**config.mk**
```make
export PLATFORM = sky130hd
export DESIGN_NAME = elapsed_cc
export DESIGN_NICKNAME = d
export VERILOG_FILES = /design/src/rtl/cc_pkg.sv /design/src/rtl/cc_count.sv /design/src/rtl/cc_encode.sv /design/src/rtl/cc_vflag.sv /design/src/rtl/elapsed_cc.sv
export SDC_FILE = /design/constraint.sdc
export NUM_CORES = 1
export LEC_CHECK = 0
export CAP_MARGIN = 20
export CORE_MARGIN = 2
export CORE_UTILIZATION = 69
export CTS_CLUSTER_DIAMETER = 150
export DETAILED_ROUTE_END_ITERATION = 7
export DONT_BUFFER_PORTS = 1
export PLACE_DENSITY = 0.94
export SLEW_MARGIN = 20
export SYNTH_ARGS = -nofsm -noshare
export SYNTH_HDL_FRONTEND = slang
export SYNTH_HIERARCHICAL = 1
export SYNTH_SLANG_ARGS = --single-unit
```
**constraint.sdc**
```tcl
create_clock -name clk_i -period 5.3 [get_ports clk_i]
set_input_delay 0.53 -clock clk_i [delete_from_list [all_inputs] [get_ports clk_i]]
set_output_delay 0.53 -clock clk_i [all_outputs]
set_load 0.02 [all_outputs]
```
**src/rtl/cc_pkg.sv**
```systemverilog
package cc_pkg;
  localparam int unsigned MANT_W = 12;
  localparam int unsigned EXP_PORT_W = 4;

  function automatic int unsigned cnt_width(int unsigned exp_w);
    return 11 + (1 << exp_w);
  endfunction
endpackage

```
**src/rtl/cc_count.sv**
```systemverilog
module cc_count #(
  parameter int unsigned CNT_W = 19
) (
  input  logic             clk_i,
  input  logic             rst_ni,
  input  logic             active_i,
  input  logic             record_i,
  input  logic             clear_i,
  output logic [CNT_W-1:0] cnt_o
);
  logic [CNT_W-1:0] cnt_q;
  logic [CNT_W-1:0] cnt_d;
  logic             at_max;

  assign at_max = &cnt_q;

  always_comb begin
    cnt_d = cnt_q;
    if (clear_i) begin
      cnt_d = '0;
    end else if (record_i) begin
      cnt_d = {{(CNT_W-1){1'b0}}, active_i};
    end else if (active_i && !at_max) begin
      cnt_d = cnt_q + {{(CNT_W-1){1'b0}}, 1'b1};
    end
  end

  always_ff @(posedge clk_i or negedge rst_ni) begin
    if (!rst_ni) cnt_q <= '0;
    else         cnt_q <= cnt_d;
  end

  assign cnt_o = cnt_q;
endmodule

```
**src/rtl/cc_encode.sv**
```systemverilog
module cc_encode
  import cc_pkg::*;
#(
  parameter int unsigned CCE_W = 3,
  parameter int unsigned CNT_W = 19
) (
  input  logic [CNT_W-1:0]      cnt_i,
  output logic [MANT_W-1:0]     ccm_o,
  output logic [EXP_PORT_W-1:0] cce_o
);
  logic [EXP_PORT_W-1:0] expo;
  logic [EXP_PORT_W-1:0] shamt;
  logic [CNT_W-1:0]      shifted;

  generate
    if (CNT_W > MANT_W) begin : g_search
      always_comb begin
        expo = '0;
        for (int i = MANT_W; i < CNT_W; i++) begin
          if (cnt_i[i]) expo = EXP_PORT_W'(i - (MANT_W - 1));
        end
      end
    end else begin : g_flat
      assign expo = '0;
    end
  endgenerate

  assign shamt   = expo - {{(EXP_PORT_W-1){1'b0}}, 1'b1};
  assign shifted = cnt_i >> shamt;

  assign ccm_o = (expo == '0) ? cnt_i[MANT_W-1:0] : shifted[MANT_W-1:0];
  assign cce_o = expo;
endmodule

```
**src/rtl/cc_vflag.sv**
```systemverilog
module cc_vflag (
  input  logic clk_i,
  input  logic rst_ni,
  input  logic record_i,
  input  logic clear_i,
  output logic ccv_o
);
  logic armed_q;

  always_ff @(posedge clk_i or negedge rst_ni) begin
    if (!rst_ni)       armed_q <= 1'b0;
    else if (clear_i)  armed_q <= 1'b0;
    else if (record_i) armed_q <= 1'b1;
  end

  assign ccv_o = armed_q;
endmodule

```
**src/rtl/elapsed_cc.sv**
```systemverilog
module elapsed_cc
  import cc_pkg::*;
#(
  parameter int unsigned CCE_W = 3
) (
  input  logic                  clk_i,
  input  logic                  rst_ni,
  input  logic                  active_i,
  input  logic                  record_i,
  input  logic                  clear_i,
  output logic [MANT_W-1:0]     ccm_o,
  output logic [EXP_PORT_W-1:0] cce_o,
  output logic                  ccv_o
);
  localparam int unsigned CNT_W = cnt_width(CCE_W);

  logic [CNT_W-1:0] cnt;

  cc_count #(.CNT_W(CNT_W)) u_count (
    .clk_i    (clk_i),
    .rst_ni   (rst_ni),
    .active_i (active_i),
    .record_i (record_i),
    .clear_i  (clear_i),
    .cnt_o    (cnt)
  );

  cc_encode #(.CCE_W(CCE_W), .CNT_W(CNT_W)) u_encode (
    .cnt_i (cnt),
    .ccm_o (ccm_o),
    .cce_o (cce_o)
  );

  cc_vflag u_vflag (
    .clk_i    (clk_i),
    .rst_ni   (rst_ni),
    .record_i (record_i),
    .clear_i  (clear_i),
    .ccv_o    (ccv_o)
  );
endmodule

```
After elaboration in Yosys (flattened, before gate mapping)
Index checks and enable logic that the tools add are counted.

Register bits: 20. Input port bits: 5. Output and inout port bits: 17. Logic and storage cells: 24.

Add/sub/neg operators: 2. Shift-type cells: 1. Mux-type cells: 13. Reduce and logical (&&, ||, !) cells: 6.

Operator list (number): $mux 19 (3); $add 19x1->19 const B (1); $reduce_and 19->1 (1); $shr 19x4->12 (1); $mux 12 (1); $mux 3 (4); $logic_not 4->1 (1); $mux 2 (2); $sub 3x1->4 const B (1); $mux 1 (3); $reduce_bool 3->1 (1); $reduce_bool 2->1 (1); $logic_and 1x1->1 (1); $logic_not 1->1 (1).

Longest topological paths before layout
Depth in word-level cells: 10. Mapped depth: 14. Gate-level depth less buffers: 10.

Modules after synthesis
The synthesis kept the hierarchy.

Modules (own cells, without submodules): cc_count (times used 1, cells each 126, area each 1154.9 um^2, sequential area each 475.5 um^2); cc_encode (times used 1, cells each 131, area each 964.7 um^2, sequential area each 0.0 um^2); cc_vflag (times used 1, cells each 2, area each 35.0 um^2, sequential area each 25.0 um^2).

Least setup slack after synthesis
Ideal clock, no wire load.

Path kind: reg-to-output. Start: reg u_count.cnt_q[15] (netlist: u_count/cnt_o[15]). End: out ccm_o[4]. Arrival time: 3.450 ns. Required time: 4.770 ns. Slack: 1.320 ns. Cell stages (with the launch flop): 14. Path buffers: 5. Path through: dfrtp_1 > buf_6 > or3b_4 > a31oi_4 > buf_8 > buf_2 > inv_1 > ha_1 > ha_1 > clkbuf_1 > buf_1 > nor2_1 > a221o_1 > o21ai_0.

Cells in the longest elaborated chain, start to end: 7. Elaborated cells on any way between the ends: 8. Classes of those cells: add/sub: 1; shift: 1; mux: 5; reduce/logical: 1.

RTL lines: start: declaration (line cc_count.sv:11) `logic [CNT_W-1:0] cnt_q;`; start signal: assignment (line cc_count.sv:30) `else cnt_q <= cnt_d;`; $mux 3 (*) (4 in a row) (line cc_encode.sv:20) `if (cnt_i[i]) expo = EXP_PORT_W'(i - (MANT_W - 1));`; via cce_o[0] (line elapsed_cc.sv:12) `output logic [EXP_PORT_W-1:0] cce_o,`; $sub 3x1->4 (line cc_encode.sv:28) `assign shamt = expo - {{(EXP_PORT_W-1){1'b0}}, 1'b1};`; $shr 19x4->12 (line cc_encode.sv:29) `assign shifted = cnt_i >> shamt;`; $mux 12 (*) (line cc_encode.sv:31) `assign ccm_o = (expo == '0) ? cnt_i[MANT_W-1:0] : shifted[MANT_W-1:0];`; end: declaration (line elapsed_cc.sv:11) `output logic [MANT_W-1:0] ccm_o,`.

The timed path passes the listed nets; every way through them passes the cells marked *.

Final worst setup path
Start: reg u_count.cnt_q[13] (netlist: u_count/cnt_o[13]). End: out ccm_o[0].

Cells in the longest elaborated chain, start to end: 9. Elaborated cells on any way between the ends: 10. Classes of those cells: add/sub: 1; shift: 1; mux: 7; reduce/logical: 1.

RTL lines (line): $mux 2 (2 in a row) (cc_encode.sv:20); $mux 3 (4 in a row) (cc_encode.sv:20); $sub 3x1->4 (cc_encode.sv:28); $shr 19x4->12 (cc_encode.sv:29); $mux 12 (*) (cc_encode.sv:31).

Mark *: on every way between the ends. The rest lies on a longest branch, timed or not.

==> impl_metrics.csv <==
group,metric,value,unit
status,outcome,"complete, no violations",
worst_setup_path,endpoint_kind,"output pin",
layout,nFillCells,249,
layout,layout-drive-gt1-share,7.97,%
layout,fin_util,72.3,%
detailed_routing,vias,2144,
global_routing,antenna_found_initial,0,
sta,timing.final.crit_share,87.7,%
floorplanning,num_io_pins,22,
placed_design,numPortBuffers,0,
detailed_routing,first_pass_iters,5,
clock_tree,clk_latency,300,ps
worst_setup_path,slowest_delay,800,ps
detailed_routing,first_iter_violations,284,
detailed_routing,drtAntennaViolNets,0,
synthesis,syn-num-nets,267,
worst_hold_path,hp-class,"in2reg",
global_routing,grt_pass1_wl,8900,microns
worst_setup_path,crit_top_cell,"inv_1",
clock_tree,post_cts_resized,0,
sta,fmax,215,MHz
clock_tree,max-clock-path-buffers,2,
detailed_routing,wl_per_cell,19.9,microns
synthesis,synth_edf_count,0,
layout,syn_to_final_growth,0.813,%
clock_tree,cts.reportedPaths.clkPinSlew,110,ps
synthesis,syn_area,0.00215,sq mm
sta,timing.hold.ws,338,ps
pwr,peakVddDrop,0.149,mV
clock_tree,cts_setup_buffers,0,
floorplanning,die_w,59.9,microns
global_routing,grt_overflow,0,
sta,rsz0062_at_grt,"false",
clock_tree,cts_made_buffers,3,
sta,slew_headroom,25.9,%
pwr,p_per_area,120,mW/mm^2
global_routing,grt_use_total,32.5,%
synthesis,async_flop_share,100,%
clock_tree,htreeDepth,1,
synthesis,avgSynthCellArea,8.32,sq um
clock_tree,clockRootBuffer,"clkbuf_4",
synthesis,synth_cells,259,
synthesis,yosys_warnings,6,
worst_setup_path,ff2ff_path_depth,4,
worst_setup_path,critPathMaxFanout,24,
floorplanning,die_h,59.9,microns
global_routing,first_global_vias,1822,
detailed_routing,viasPerCell,7.55,
layout,final_cell_area,0.00217,sq mm
sta,finalSetupViolCount,0,
sta,hold_viol_final,0,
layout,fin_nets,260,
global_routing,grt_max_degree,25,
worst_setup_path,crit_path_cell_trace,"or3b_4, a31oi_4, buf_4, inv_1, ha_1, inv_1, o21ai_0, mux2i_1, o2bb2ai_1, nor3_1",
sta,slew_violations,0,
layout,diodes,0,
sta,worst_pin_slew,1100,ps
clock_tree,clock_sinks,20,
floorplanning,placementRows,20,
placed_design,dp.final_hpwl,3970,microns
clock_tree,cts_tree,"done",
detailed_routing,routed_wl,5650,microns
sta,min_period,4650,ps
worst_setup_path,cp.arrival,4120,ps
layout,finalNonFillerCells,284,
floorplanning,core-area,0.00300,sq mm
placed_design,place_area,0.00213,sq mm
floorplanning,start_util,71.7,%
sta,skew,8.19,ps
pwr,cellLeakagePower,0.778,nW
placed_design,placed_cells,279,
floorplanning,die_area,0.00359,sq mm
synthesis,synth-main-ff-cell,"dfrtp_1",
worst_setup_path,cp_data_required_time,4770,ps
synthesis,ys_seq_area_share,23.2,%
detailed_routing,drc_errors,0,
worst_setup_path,crit_slowest_cell,"ha_1",
worst_setup_path,path_class,"reg2out",
flow_run,max_cap_violations,0,
worst_setup_path,crit_path_start_kind,"flip-flop",
synthesis,synth-seq-cells,20,
sta,fin_tns_setup,0,ps
worst_hold_path,min_path_cells,1,
placed_design,gp_congestion,0.959,
synthesis,synth_cell_types,66,
placed cells by master, fill, tap and decap left out, types with 2 or more instances in the layout:
master and n:
nand3_1 10, nor3_1 6, nor4_1 3, o211ai_1 2, o22ai_1 3, o21a_1 3
o41ai_1 3, a221o_1 2, inv_1 11, o31ai_1 4, a22oi_1 2, a2111oi_0 2
or4_1 3, a21oi_1 18, a21o_1 3, mux2_2 2, dfrtp_1 20, or3_1 5
nor2b_1 5, nor2_1 17, a211oi_1 2, and3_1 4, buf_4 2, o21ai_0 9
nand3b_1 3, mux2i_1 21, nand2_1 31, o211a_1 2, clkbuf_4 3, nand4_1 3
a2111o_1 3, mux4_1 4, a221oi_1 2, nand2b_1 4, a41oi_1 2, ha_1 3
a22o_1 2
cell type report:
| type | count | area [sq um] | share of cell area [%] |
|---|---|---|---|
| Inverter | 11 | 41.3 | 1.90 |
| Multi-Input combinational cell | 213 | 1530 | 70.3 |
| Timing Repair Buffer | 3 | 25.0 | 1.15 |
| Clock buffer | 4 | 36.3 | 1.67 |
| Sequential cell | 20 | 500 | 23.0 |
| Tap cell | 33 | 41.3 | 1.90 |
critical path, delay by kind of cell (launching register included):
kind	cells	cell delay, ps
DFF	1	530
adders and majority gates	1	800
AOI/OAI and AO/OA	3	590
buffers and inverters	3	800
and+or+nand+nor	2	950
muxes	1	130
timing repair:
| action | CTS | global route |
|---|---|---|
| hold buffers | 1 | 0 |
| hold endpoints to repair | 20 | 0 |
| setup endpoints to repair | 0 | 0 |
logic make-up after synthesis:
logic type / after synthesis / synth area share (%)
simple gates: 106 / 26.7
compound gates: 75 / 25.6
mux: 28 / 16.7
buf+inv: 26 / 5.86
flops: 20 / 23.2
fa+ha+maj: 3 / 1.74
other cells: 1 / 0.174
through the flow:
stage	power [mW]	setup WS, ps
global route	0.270	449
CTS	0.262	756
global placement	0.172	1200
finish	0.260	649
floorplan	0.172	1320
detailed placement	0.173	1100
cell usage after synthesis, types with 2 or more instances:
cell type | instances | area (sq um)
a2111oi_0 | 2 | 17.5
and3_1 | 4 | 25.0
a21o_1 | 3 | 22.5
nand3b_1 | 3 | 22.5
o21ai_0 | 9 | 45.0
a22oi_1 | 2 | 15.0
buf_4 | 2 | 15.0
o21a_1 | 3 | 22.5
nand2b_1 | 4 | 25.0
o41ai_1 | 3 | 26.3
ha_1 | 3 | 37.5
nor2b_1 | 5 | 31.3
a221oi_1 | 2 | 17.5
a2111o_1 | 3 | 33.8
a21oi_1 | 18 | 90.1
nor4_1 | 3 | 18.8
a41oi_1 | 2 | 17.5
clkbuf_1 | 8 | 30.0
dfrtp_1 | 20 | 500
a211oi_1 | 2 | 15.0
o22ai_1 | 3 | 18.8
buf_2 | 2 | 10.0
mux2_2 | 2 | 22.5
nand3_1 | 10 | 50.1
or4_1 | 3 | 22.5
nor2_1 | 17 | 63.8
mux4_1 | 4 | 105
nand2_1 | 31 | 116
nor3_1 | 6 | 30.0
nand4_1 | 3 | 18.8
o211ai_1 | 2 | 15.0
mux2i_1 | 21 | 210
or3_1 | 5 | 31.3
a221o_1 | 2 | 20.0
o211a_1 | 2 | 20.0
a22o_1 | 2 | 17.5
inv_1 | 11 | 41.3
o31ai_1 | 4 | 30.0
worst paths after layout:
check                                  start           endpoint  slack [ps]
hold / removal                       clear_i   u_count/cnt_o[0]         340
min in group asynchronous             rst_ni   u_count/cnt_o[0]         780
hold reg to reg            u_count/cnt_o[12]  u_count/cnt_o[12]         640
setup / recovery           u_count/cnt_o[13]           ccm_o[0]         650
max in group asynchronous             rst_ni   u_count/cnt_o[1]        3970
setup reg to reg            u_count/cnt_o[8]  u_count/cnt_o[14]        2980
state kept, by name, indices dropped and copies added, names as in the netlist:
name           cells
u_vflag/ccv_o      1
u_count/cnt_o     19
metal layers:
| metal | vias up | track usage, % | part of all wire [%] |
|---|---|---|---|
| li1 | 979 | - | - |
| met1 | 1000 | 46.2 | 39 |
| met2 | 145 | 53.0 | 48 |
| met3 | 20 | 3.90 | 11 |
| met4 | 0 | 7.62 | 2.4 |
| met5 | - | 0 | 0 |
power by group:
group	internal (mW)	switching, mW
logic	0.00533	0.0105
registers	0.154	0.00317
clock network	0.0419	0.0450
No activity file was read; power rests on OpenSTA's default activity.
